`src/rtl/llsc_pkg.sv`:
```
package llsc_pkg;
  typedef enum logic {
    OP_LINK_LOAD  = 1'b0,
    OP_COND_STORE = 1'b1
  } llsc_op_e;
endpackage

```
`src/rtl/llsc_align_chk.sv`:
```
module llsc_align_chk #(
  parameter int ADDR_W = 32,
  parameter int OFFS_W = 3
) (
  input  logic [ADDR_W-1:0] addr_i,
  output logic              misaligned_o
);
  generate
    if (OFFS_W == 0) begin : g_byte
      logic unused_addr;
      assign unused_addr  = ^addr_i;
      assign misaligned_o = 1'b0;
    end else begin : g_wide
      logic unused_hi;
      assign unused_hi    = ^addr_i[ADDR_W-1:OFFS_W];
      assign misaligned_o = |addr_i[OFFS_W-1:0];
    end
  endgenerate
endmodule

```
`src/rtl/llsc_resv.sv`:
```
module llsc_resv #(
  parameter int TAG_W = 29
) (
  input  logic             clk,
  input  logic             rst_n,
  input  logic             set_i,
  input  logic [TAG_W-1:0] set_tag_i,
  input  logic             consume_i,
  input  logic             eret_i,
  input  logic             snp_valid_i,
  input  logic [TAG_W-1:0] snp_tag_i,
  output logic             link_o,
  output logic [TAG_W-1:0] tag_o,
  output logic             kill_o
);
  logic             link_q;
  logic [TAG_W-1:0] tag_q;

  // Clearing events seen this cycle against the current reservation.
  assign kill_o = link_q && (eret_i || (snp_valid_i && (snp_tag_i == tag_q)));

  always_ff @(posedge clk) begin
    if (!rst_n) begin
      link_q <= 1'b0;
      tag_q  <= '0;
    end else if (set_i) begin
      link_q <= 1'b1;
      tag_q  <= set_tag_i;
    end else if (consume_i || kill_o) begin
      link_q <= 1'b0;
    end
  end

  assign link_o = link_q;
  assign tag_o  = tag_q;

  p_eret_clears_r5: assert property (@(posedge clk) disable iff (!rst_n)
    (eret_i && !set_i) |=> !link_q);
  p_store_clears_r6: assert property (@(posedge clk) disable iff (!rst_n)
    (consume_i && !set_i) |=> !link_q);
  p_load_sets_r7: assert property (@(posedge clk) disable iff (!rst_n)
    set_i |=> (link_q && tag_q == $past(set_tag_i)));
endmodule

```
`src/rtl/llsc_resp.sv`:
```
module llsc_resp #(
  parameter int ADDR_W = 32,
  parameter int DATA_W = 64
) (
  input  logic              clk,
  input  logic              rst_n,
  input  logic              load_i,
  input  logic              ok_i,
  input  logic              err_i,
  input  logic              we_i,
  input  logic [ADDR_W-1:0] addr_i,
  input  logic [DATA_W-1:0] data_i,
  output logic              space_o,
  input  logic              rsp_ready_i,
  output logic              rsp_valid_o,
  output logic              rsp_ok_o,
  output logic              rsp_err_o,
  output logic              mem_we_o,
  output logic [ADDR_W-1:0] mem_waddr_o,
  output logic [DATA_W-1:0] mem_wdata_o
);
  assign space_o = !rsp_valid_o || rsp_ready_i;

  always_ff @(posedge clk) begin
    if (!rst_n) begin
      rsp_valid_o <= 1'b0;
      rsp_ok_o    <= 1'b0;
      rsp_err_o   <= 1'b0;
      mem_we_o    <= 1'b0;
      mem_waddr_o <= '0;
      mem_wdata_o <= '0;
    end else begin
      mem_we_o <= 1'b0;
      if (load_i) begin
        rsp_valid_o <= 1'b1;
        rsp_ok_o    <= ok_i;
        rsp_err_o   <= err_i;
        mem_we_o    <= we_i;
        mem_waddr_o <= addr_i;
        mem_wdata_o <= data_i;
      end else if (rsp_ready_i) begin
        rsp_valid_o <= 1'b0;
      end
    end
  end

  p_hold_r10: assert property (@(posedge clk) disable iff (!rst_n)
    (rsp_valid_o && !rsp_ready_i) |=>
      (rsp_valid_o && $stable(rsp_ok_o) && $stable(rsp_err_o)));
  p_we_pulse_r10: assert property (@(posedge clk) disable iff (!rst_n)
    mem_we_o |=> !mem_we_o);
endmodule

```
`src/rtl/llsc_monitor.sv`:
```
module llsc_monitor
  import llsc_pkg::*;
#(
  parameter int ADDR_W = 32,
  parameter int DATA_W = 64
) (
  input  logic              clk,
  input  logic              rst_n,
  input  logic              req_valid,
  output logic              req_ready,
  input  logic              req_op,
  input  logic [ADDR_W-1:0] req_addr,
  input  logic [DATA_W-1:0] req_data,
  input  logic              snoop_valid,
  input  logic [ADDR_W-1:0] snoop_addr,
  input  logic              eret,
  output logic              rsp_valid,
  input  logic              rsp_ready,
  output logic              rsp_ok,
  output logic              rsp_err,
  output logic              mem_we,
  output logic [ADDR_W-1:0] mem_waddr,
  output logic [DATA_W-1:0] mem_wdata
);
  localparam int OFFS_W = $clog2(DATA_W / 8);
  localparam int TAG_W  = ADDR_W - OFFS_W;

  logic             accept, misaligned, is_store, link, kill;
  logic             ld_set, st_consume, st_ok;
  logic [TAG_W-1:0] req_tag, snp_tag, resv_tag;
  logic             unused_snoop_offs;

  assign accept   = req_valid && req_ready;
  assign is_store = (llsc_op_e'(req_op) == OP_COND_STORE);
  assign req_tag  = req_addr[ADDR_W-1:OFFS_W];
  assign snp_tag  = snoop_addr[ADDR_W-1:OFFS_W];
  assign unused_snoop_offs = ^snoop_addr[OFFS_W-1:0];

  llsc_align_chk #(.ADDR_W(ADDR_W), .OFFS_W(OFFS_W)) u_align (
    .addr_i       (req_addr),
    .misaligned_o (misaligned)
  );

  assign ld_set     = accept && !is_store && !misaligned;
  assign st_consume = accept &&  is_store && !misaligned;
  assign st_ok      = st_consume && link && (req_tag == resv_tag) && !kill;

  llsc_resv #(.TAG_W(TAG_W)) u_resv (
    .clk         (clk),
    .rst_n       (rst_n),
    .set_i       (ld_set),
    .set_tag_i   (req_tag),
    .consume_i   (st_consume),
    .eret_i      (eret),
    .snp_valid_i (snoop_valid),
    .snp_tag_i   (snp_tag),
    .link_o      (link),
    .tag_o       (resv_tag),
    .kill_o      (kill)
  );

  llsc_resp #(.ADDR_W(ADDR_W), .DATA_W(DATA_W)) u_resp (
    .clk         (clk),
    .rst_n       (rst_n),
    .load_i      (accept),
    .ok_i        (st_ok),
    .err_i       (misaligned),
    .we_i        (st_ok),
    .addr_i      (req_addr),
    .data_i      (req_data),
    .space_o     (req_ready),
    .rsp_ready_i (rsp_ready),
    .rsp_valid_o (rsp_valid),
    .rsp_ok_o    (rsp_ok),
    .rsp_err_o   (rsp_err),
    .mem_we_o    (mem_we),
    .mem_waddr_o (mem_waddr),
    .mem_wdata_o (mem_wdata)
  );

  p_misalign_no_write_r9: assert property (@(posedge clk) disable iff (!rst_n)
    (accept && misaligned) |=> (!mem_we && rsp_err));
  p_nolink_no_write_r3: assert property (@(posedge clk) disable iff (!rst_n)
    (accept && is_store && !link) |=> !mem_we);
  p_collision_fails_r8: assert property (@(posedge clk) disable iff (!rst_n)
    (accept && is_store && kill) |=> (!mem_we && !rsp_ok));
  p_stall_blocks_r10: assert property (@(posedge clk) disable iff (!rst_n)
    (rsp_valid && !rsp_ready) |-> !req_ready);
endmodule

```
`config.mk`:
```
export PLATFORM = sky130hd
export DESIGN_NAME = llsc_monitor
export DESIGN_NICKNAME = d
export VERILOG_FILES = /design/src/rtl/llsc_pkg.sv /design/src/rtl/llsc_align_chk.sv /design/src/rtl/llsc_resv.sv /design/src/rtl/llsc_resp.sv /design/src/rtl/llsc_monitor.sv
export SDC_FILE = /design/constraint.sdc
export NUM_CORES = 1
export LEC_CHECK = 0
export BUFFER_PORTS_ARGS = -buffer_cell sky130_fd_sc_hd__buf_2
export CAP_MARGIN = 20
export CELL_PAD_IN_SITES_DETAIL_PLACEMENT = 1
export CELL_PAD_IN_SITES_GLOBAL_PLACEMENT = 1
export CORE_MARGIN = 1
export CORE_UTILIZATION = 34
export CTS_CLUSTER_DIAMETER = 120
export DETAILED_ROUTE_END_ITERATION = 7
export HOLD_SLACK_MARGIN = 0.12
export PLACE_DENSITY_LB_ADDON = 0.1
export SYNTH_ARGS = -nofsm -noshare
export SYNTH_HDL_FRONTEND = slang
export SYNTH_SLANG_ARGS = --single-unit
```
`constraint.sdc`:
```
create_clock -name clk -period 2.15 [get_ports clk]
set_input_delay 0.645 -clock clk [delete_from_list [all_inputs] [get_ports clk]]
set_output_delay 0.645 -clock clk [all_outputs]
set_load 0.1 [all_outputs]
```
---- Yosys cells after proc, flatten, opt, wreduce, memory -nomap -nowiden ----
Index checks and enable logic that the tools add are counted.
Widths: inputs -> output; s select.
cells by class
  reductions and logical operators ........ 21
  eq/ne operators ......................... 2
  muxes and demuxes ....................... 4
operators with widths
  cell               count
  $eq 29x29->1       2
  $logic_and 1x1->1  10
  $logic_not 1->1    4
  $mux 1             4
  $reduce_bool 2->1  2
  $logic_or 1x1->1   3
  $reduce_or 3->1    1
  $reduce_and 2->1   1
word-level totals
  bits of input ports ..................... 135
  logic and storage cells ................. 35
  output and inout port bits .............. 101
  flip-flop bits (word level) ............. 130

---- Longest topological paths before layout ----
Gate-level depths: netlist of run 1.
  depth in word-level cells ............... 8
  gate-level depth with buffers ........... 8
  gate-level depth less buffers ........... 5

---- Cells and area by module ----
From an unflattened synthesis of run 1, not the netlist that was laid out.
unflattened totals
  cell total of the unflattened synthesis .. 507
  area, all modules ....................... 5650.4 µm²
by module, submodules not included
  module          seq. area each (µm²)  cells each  times used  area each (µm²)
  llsc_resp       2001.9                322         1           3834.9
  llsc_resv       600.6                 140         1           1460.2
  llsc_monitor    0.0                   44          1           349.1
  llsc_align_chk  0.0                   1           1           6.3

---- Worst setup path before layout of run 1 ----
No wires, ideal clock.
  path kind ............................... flip-flop to flip-flop
  from .................................... register u_resp.rsp_valid_o
  to ...................................... register u_resv.tag_q[0] (netlist: u_resv.tag_o[0])
  period minus slack after synthesis ...... 2872 ps
  required time ........................... 2034 ps
  arrival time ............................ 2756 ps
  path buffers ............................ 3
  setup time .............................. 116 ps
  stages on the path, launching flop included .. 9
  setup slack ............................. -722 ps
  cell sequence ........................... dfxtp_1 nand2b_1 clkbuf_1 nand3_1 or2_1 buf_2 buf_2 nand2_1 a21boi_1
between the ends
  cells in the longest elaborated chain, start to end .. 5
ends and longest elaborated chain
  what                            line                RTL
  start: declaration              llsc_resp.sv:15     output logic rsp_valid_o,
  start signal: assignment        llsc_resp.sv:26     rsp_valid_o <= 1'b0;
  start signal: assignment        llsc_resp.sv:35     rsp_valid_o <= 1'b1;
  start signal: assignment        llsc_resp.sv:42     rsp_valid_o <= 1'b0;
  $logic_not 1->1                 llsc_resp.sv:22     assign space_o = !rsp_valid_o || rsp_ready_i;
  $logic_or 1x1->1                llsc_resp.sv:22
  net req_ready                   llsc_monitor.sv:10  output logic req_ready,
  $logic_and 1x1->1               llsc_monitor.sv:33  assign accept = req_valid && req_ready;
  $logic_and 1x1->1 (2 in a row)  llsc_monitor.sv:44  assign ld_set = accept && !is_store && !misaligned;
  end signal: assignment          llsc_resv.sv:28     tag_q <= set_tag_i;
  end: declaration                llsc_resv.sv:17     logic [TAG_W-1:0] tag_q;
The timed path passes the listed nets, and every way through them passes these cells.
A chain may end at the register's enable or synchronous reset.

---- Final worst setup path of run 1 ----
  from .................................... register u_resp.mem_waddr_o[1]
  to ...................................... output mem_waddr[1]
RTL lines
  what                      line                RTL
  start: declaration        llsc_resp.sv:19     output logic [ADDR_W-1:0] mem_waddr_o,
  start signal: assignment  llsc_resp.sv:39     mem_waddr_o <= addr_i;
  end: declaration          llsc_monitor.sv:22  output logic [ADDR_W-1:0] mem_waddr,
No word-level cell between the ends.

==> results of run 1 <==
metrics by stage:
stage | cell area [sq um] | setup TNS, ns | setup WS (ns)
after floorplan | 5400 | 0 | 0.0948
after global placement | 6880 | -0.0617 | -0.0448
after detailed placement | 6880 | -0.0289 | -0.0209
after CTS | 7430 | 0 | 0.282
after global routing | 7460 | 0 | 0.256
final | 7460 | 0 | 0.307
kinds of logic after synthesis:
kind of cell | count (synthesis)
flops | 130
simple gates | 283
xor+xnor | 58
buf+inv | 44
compound gates | 131
routing by layer:
metal | vias up | track usage (%) | share of wire [%]
met1 | 2356 | 25.4 | 44
met2 | 147 | 34.4 | 48
met5 | - | 0 | 0.078
met3 | 25 | 6.09 | 6.0
li1 | 2545 | - | -
met4 | 2 | 8.44 | 1.8
sequential cells by signal (all words and copies together) (netlist names):
name,count
u_resv.tag_o,29
u_resp.rsp_valid_o,1
u_resv.link_o,1
u_resp.rsp_ok_o,1
u_resp.mem_we_o,1
u_resp.mem_waddr_o,32
u_resp.mem_wdata_o,64
u_resp.rsp_err_o,1
layout make-up:
class	count	share of cell area (%)
timing repair buffer	249	18.8
tap	211	3.54
sequential	130	34.9
antenna	1	0.0335
multi-input combinational	472	35.3
clock inverter	5	0.704
inverter	2	0.101
clock buffer	25	6.64
cells in the mapped netlist (2+ instances only):
master | count | share of area [%]
nand2_1 | 255 | 18
dfxtp_1 | 130 | 48
a21boi_1 | 125 | 17
xor2_1 | 34 | 5.5
clkbuf_1 | 33 | 2.3
xnor2_1 | 24 | 3.9
buf_2 | 9 | 0.83
nand4_1 | 8 | 0.93
nor4_1 | 8 | 0.93
nand3_1 | 3 | 0.28
o21ai_1 | 3 | 0.28
inv_1 | 2 | 0.14
nor2_1 | 2 | 0.14
nor3_1 | 2 | 0.19
worst max path at each step:
stage / startpoint / to / slack [ns] / cells past startpoint
5_1_grt: u_resp.mem_waddr_o[30] / mem_waddr[30] / 0.26 / 1
6_report: u_resp.mem_waddr_o[1] / mem_waddr[1] / 0.31 / 1
3_3_place_gp: req_addr[31] / u_resp.rsp_ok_o / -0.04 / 6
3_5_place_dp: req_addr[31] / u_resp.rsp_ok_o / -0.02 / 6
2_1_floorplan: rsp_ready / u_resp.mem_wdata_o[24] / 0.09 / 7
4_1_cts: u_resp.mem_waddr_o[1] / mem_waddr[1] / 0.28 / 1
worst min-delay path, delay by kind of cell (launching register included):
kind | cells | cell delay, ns
DFF | 1 | 0.30
AOI/OAI and AO/OA | 1 | 0.05
and+or+nand+nor | 1 | 0.05
where the power goes:
part	internal, mW	switching (mW)	total (mW)
Combinational	0.335	1.12	1.46
Clock	1.69	0.996	2.69
Sequential	2.53	0.0569	2.58
==> qor.csv, run 1 <==
metric;value;unit
synth_fa_ha_area_share;0;%
async_flop_share;0;%
die_area;16400;sq um
worstSetupPathType;reg -> out;
reg2reg_slack;0.39;ns
grt-ovfl-total;0;
crit_slowest_cell;buf_2;
avgViaCountPerCell;4.63;
cts_setup_buffers;0;
hold_viol;0;
cts_buffer_depth;2;
setup_viol;0;
track_usage;20.9;%
holdBufCountCts;0;
drc;0;
cts_tree;done;
drv_cap;0;
cts_sinks;130;
synth_top_family_by_area;simple AND/OR/NAND/NOR gates;
critical_path_buf_inv_count;1;
cts_made_buffers;17;
reg2reg_from;u_resv.tag_o[8];
layout.nets;1007;
synth_compound_area_share;18.1;%
cp_max_fo;2;
fp.dieH;128;um
synth_edf_count;0;
crit_required;1.50;ns
layout_min_cycle_time;1.84;ns
static-leakage-power;3.44;nW
antenna_found_initial;1;
skew;0.00842;ns
die_width;128;um
clkLatencyLatePin;0.42;ns
boundaryPins;236;
wirelength;16700;um
whs;0.449;ns
syn_area_per_cell;8.36;sq um
ys_types;22;
hold_path_depth;2;
ctsResizeCount;0;
yosys.area_share.simple;21.1;%
grt_pass1_wl;26100;um
min_from;u_resp.mem_wdata_o[18];
drtIter0Drc;228;
seq_area;2600;sq um
hpwl;12200;um
crit_path_start_kind;flip-flop;
instances_no_fill;1095;
min_path_type;reg -> reg;
cts_root_buffer;clkbuf_16;
core;15400;sq um
critPathArrivalTime;1.20;ns
reg2reg_to;u_resp.rsp_ok_o;
syn_area;5400;sq um
r2r_cells;6;
final_common_cell;nand2_1;
fmax;0.542;GHz
syn_nets;781;
timing.final.crit_share;85.7;%
power.density;902;nW/um^2
slew_viol_final;0;
vias;5075;
slew-limit-headroom;66.0;%
final_cell_mix;nand2_1 (254), buf_2 (230), dfxtp_1 (129), a21boi_1 (125), xor2_1 (34);
port_buffers;232;
synthXorXnorAreaFrac;9.41;%
crit_path_end_kind;primary output;
yosysSeqAreaShare;48.2;%
dr.pass1.iters;4;
synth_flop_cell;dfxtp_1;
grt_setup_unrepaired;false;
htree_levels;4;
grt_max_degree;131;
tightestPinTransition;0.514;ns
fill_cells;1933;
cp_top_family;buffers and inverters;
grt_pass1_vias;5017;
drive_gt1_share;31.7;%
totalPowerFinal;6.73;mW
multiInputGateArea;2630;sq um
muxShareOfSynthArea;0;%
crit_chain;buf_2;
status;finished, final reports clean;
yosys_warnings;0;
max_stage_delay;0.44;ns
gp_congestion;0.768;
detail-route-antenna-nets;0;
yosys_register_bits;130;
hold_end;u_resp.mem_wdata_o[18];
irDropWorstVdd;0.000549;V
std_cell_rows;45;
synthCells;646;
final_core_util;48.5;%
start_util;35.1;%
placedCellCount;1063;
syn_to_final_growth;38.2;%
avgRoutedWirePerCell;15.2;um
clkTransAtPathRegs;0.06;ns
No activity file was read; power rests on OpenSTA's default activity.
==> inputs of run 2 (changes only) <==
RECOVER_POWER = 50   (was not set)
==> run 2 against run 1 <==
Die area unchanged. Routed wire length is 0.35% lower. Clock power hardly changed. Non-clock buffer count unchanged. First-iteration DRC count rose by 4.8%. Combinational power about the same. Critical path type unchanged. Via count hardly changed. Fmax down 0.16%. Final cell count about the same. Sequential share of layout area increased by 0.19 points.
==> qor.csv, run 2 (synthesized netlist as in run 1, its figures left out) <==
metric;value;unit
crit_path_start_kind;flip-flop;
static-leakage-power;3.36;nW
start_util;35.1;%
final_common_cell;nand2_1;
die_width;128;um
layout.nets;1007;
boundaryPins;236;
instances_no_fill;1094;
grt_pass1_vias;5017;
syn_to_final_growth;37.4;%
largest_register_ffs;64;
pre_cts_ws;-0.0209;ns
track_usage;20.9;%
wirelength;16600;um
min_path_type;reg -> reg;
final_cell_mix;nand2_1 (254), buf_2 (230), dfxtp_1 (129), a21boi_0 (106), xor2_1 (34);
placedCellCount;1063;
drive_gt1_share;31.6;%
cp_max_fo;2;
multiInputGateArea;2630;sq um
diodes;0;
slew_viol_final;0;
status;finished, final reports clean;
htree_levels;4;
skew;0.00833;ns
grt_setup_unrepaired;false;
drtIter0Drc;239;
layout_min_cycle_time;1.85;ns
timing.final.crit_share;85.9;%
clkTransAtPathRegs;0.05;ns
core;15400;sq um
dr.pass1.iters;4;
placed_area;6880;sq um
avgViaCountPerCell;4.64;
vias;5077;
setup_viol;0;
hpwl;12200;um
cts_made_buffers;17;
crit_path_end_kind;primary output;
cts_sinks;130;
grt_pass1_wl;26100;um
clkLatencyLatePin;0.42;ns
std_cell_rows;45;
min_from;u_resp.mem_waddr_o[18];
slew-limit-headroom;30.3;%
irDropWorstVdd;0.000549;V
avgRoutedWirePerCell;15.2;um
cts_buffer_depth;2;
cts_root_buffer;clkbuf_16;
critical_path_buf_inv_count;1;
drv_cap;0;
reg2reg_to;u_resp.rsp_ok_o;
hold_end;u_resp.mem_waddr_o[18];
power.density;903;nW/um^2
crit_required;1.50;ns
drc;0;
port_buffers;232;
cts_setup_buffers;0;
antenna_found_initial;1;
detail-route-antenna-nets;0;
die_area;16400;sq um
fill_cells;1935;
fp.dieH;128;um
top_register;u_resp.mem_wdata_o;
r2r_cells;6;
gp_congestion;0.768;
hold_path_depth;2;
grt_max_degree;131;
crit_slowest_cell;buf_2;
finish.instance_area;7420;sq um
reg2reg_from;u_resv.tag_o[8];
reg2reg_slack;0.39;ns
critPathArrivalTime;1.20;ns
ctsResizeCount;0;
seq_area;2600;sq um
max_stage_delay;0.44;ns
fin_setup_tns;0;ns
cts_tree;done;
fmax;0.542;GHz
grt-ovfl-total;0;
cp_top_family;buffers and inverters;
whs;0.458;ns
holdBufCountCts;0;
tightestPinTransition;1.05;ns
hold_viol;0;
worst_slack;0.304;ns
crit_chain;buf_2;
worstSetupPathType;reg -> out;
## run 2: area by class of cell
class	instances	area share, %
well taps	211	3.56
repair buffers	249	18.4
clock buffers	25	6.68
clock inverters	5	0.708
inverters	2	0.101
flip-flops and latches	130	35.1
multi-input cells	472	35.5
## run 2: how the worst max path moves through the flow
stage	start	endpoint	cells past startpoint
after floorplan	rsp_ready	u_resp.mem_wdata_o[24]	7
after global placement	req_addr[31]	u_resp.rsp_ok_o	6
after detailed placement	req_addr[31]	u_resp.rsp_ok_o	6
after CTS	u_resp.mem_waddr_o[1]	mem_waddr[1]	1
after global routing	rsp_ready	u_resp.mem_wdata_o[17]	7
final	u_resp.mem_waddr_o[1]	mem_waddr[1]	1
## run 2: metal layers
metal  wire length [um]  track usage [%]  part of all wire (%)  vias to the layer above
met5                 13                0                 0.078                        -
met4                317             8.44                   1.9                        2
met3                976             6.09                   5.9                       25
met2               7970             34.4                    48                      149
met1               7330             25.4                    44                     2359
li1                   -                -                     -                     2542
## run 2: where the power goes
part           switching [mW]  total, mW  internal, mW
Combinational            1.12       1.43         0.317
Sequential             0.0569       2.58          2.53
Clock                   0.993       2.68          1.69
Total                    2.17       6.70          4.54
## run 2: through the flow
step	util, %	power (mW)
2_1_floorplan	-	3.71
3_3_place_gp	44.8	4.07
3_5_place_dp	44.8	4.10
4_1_cts	48.3	6.81
5_1_grt	48.3	6.98
6_report	48.3	6.70
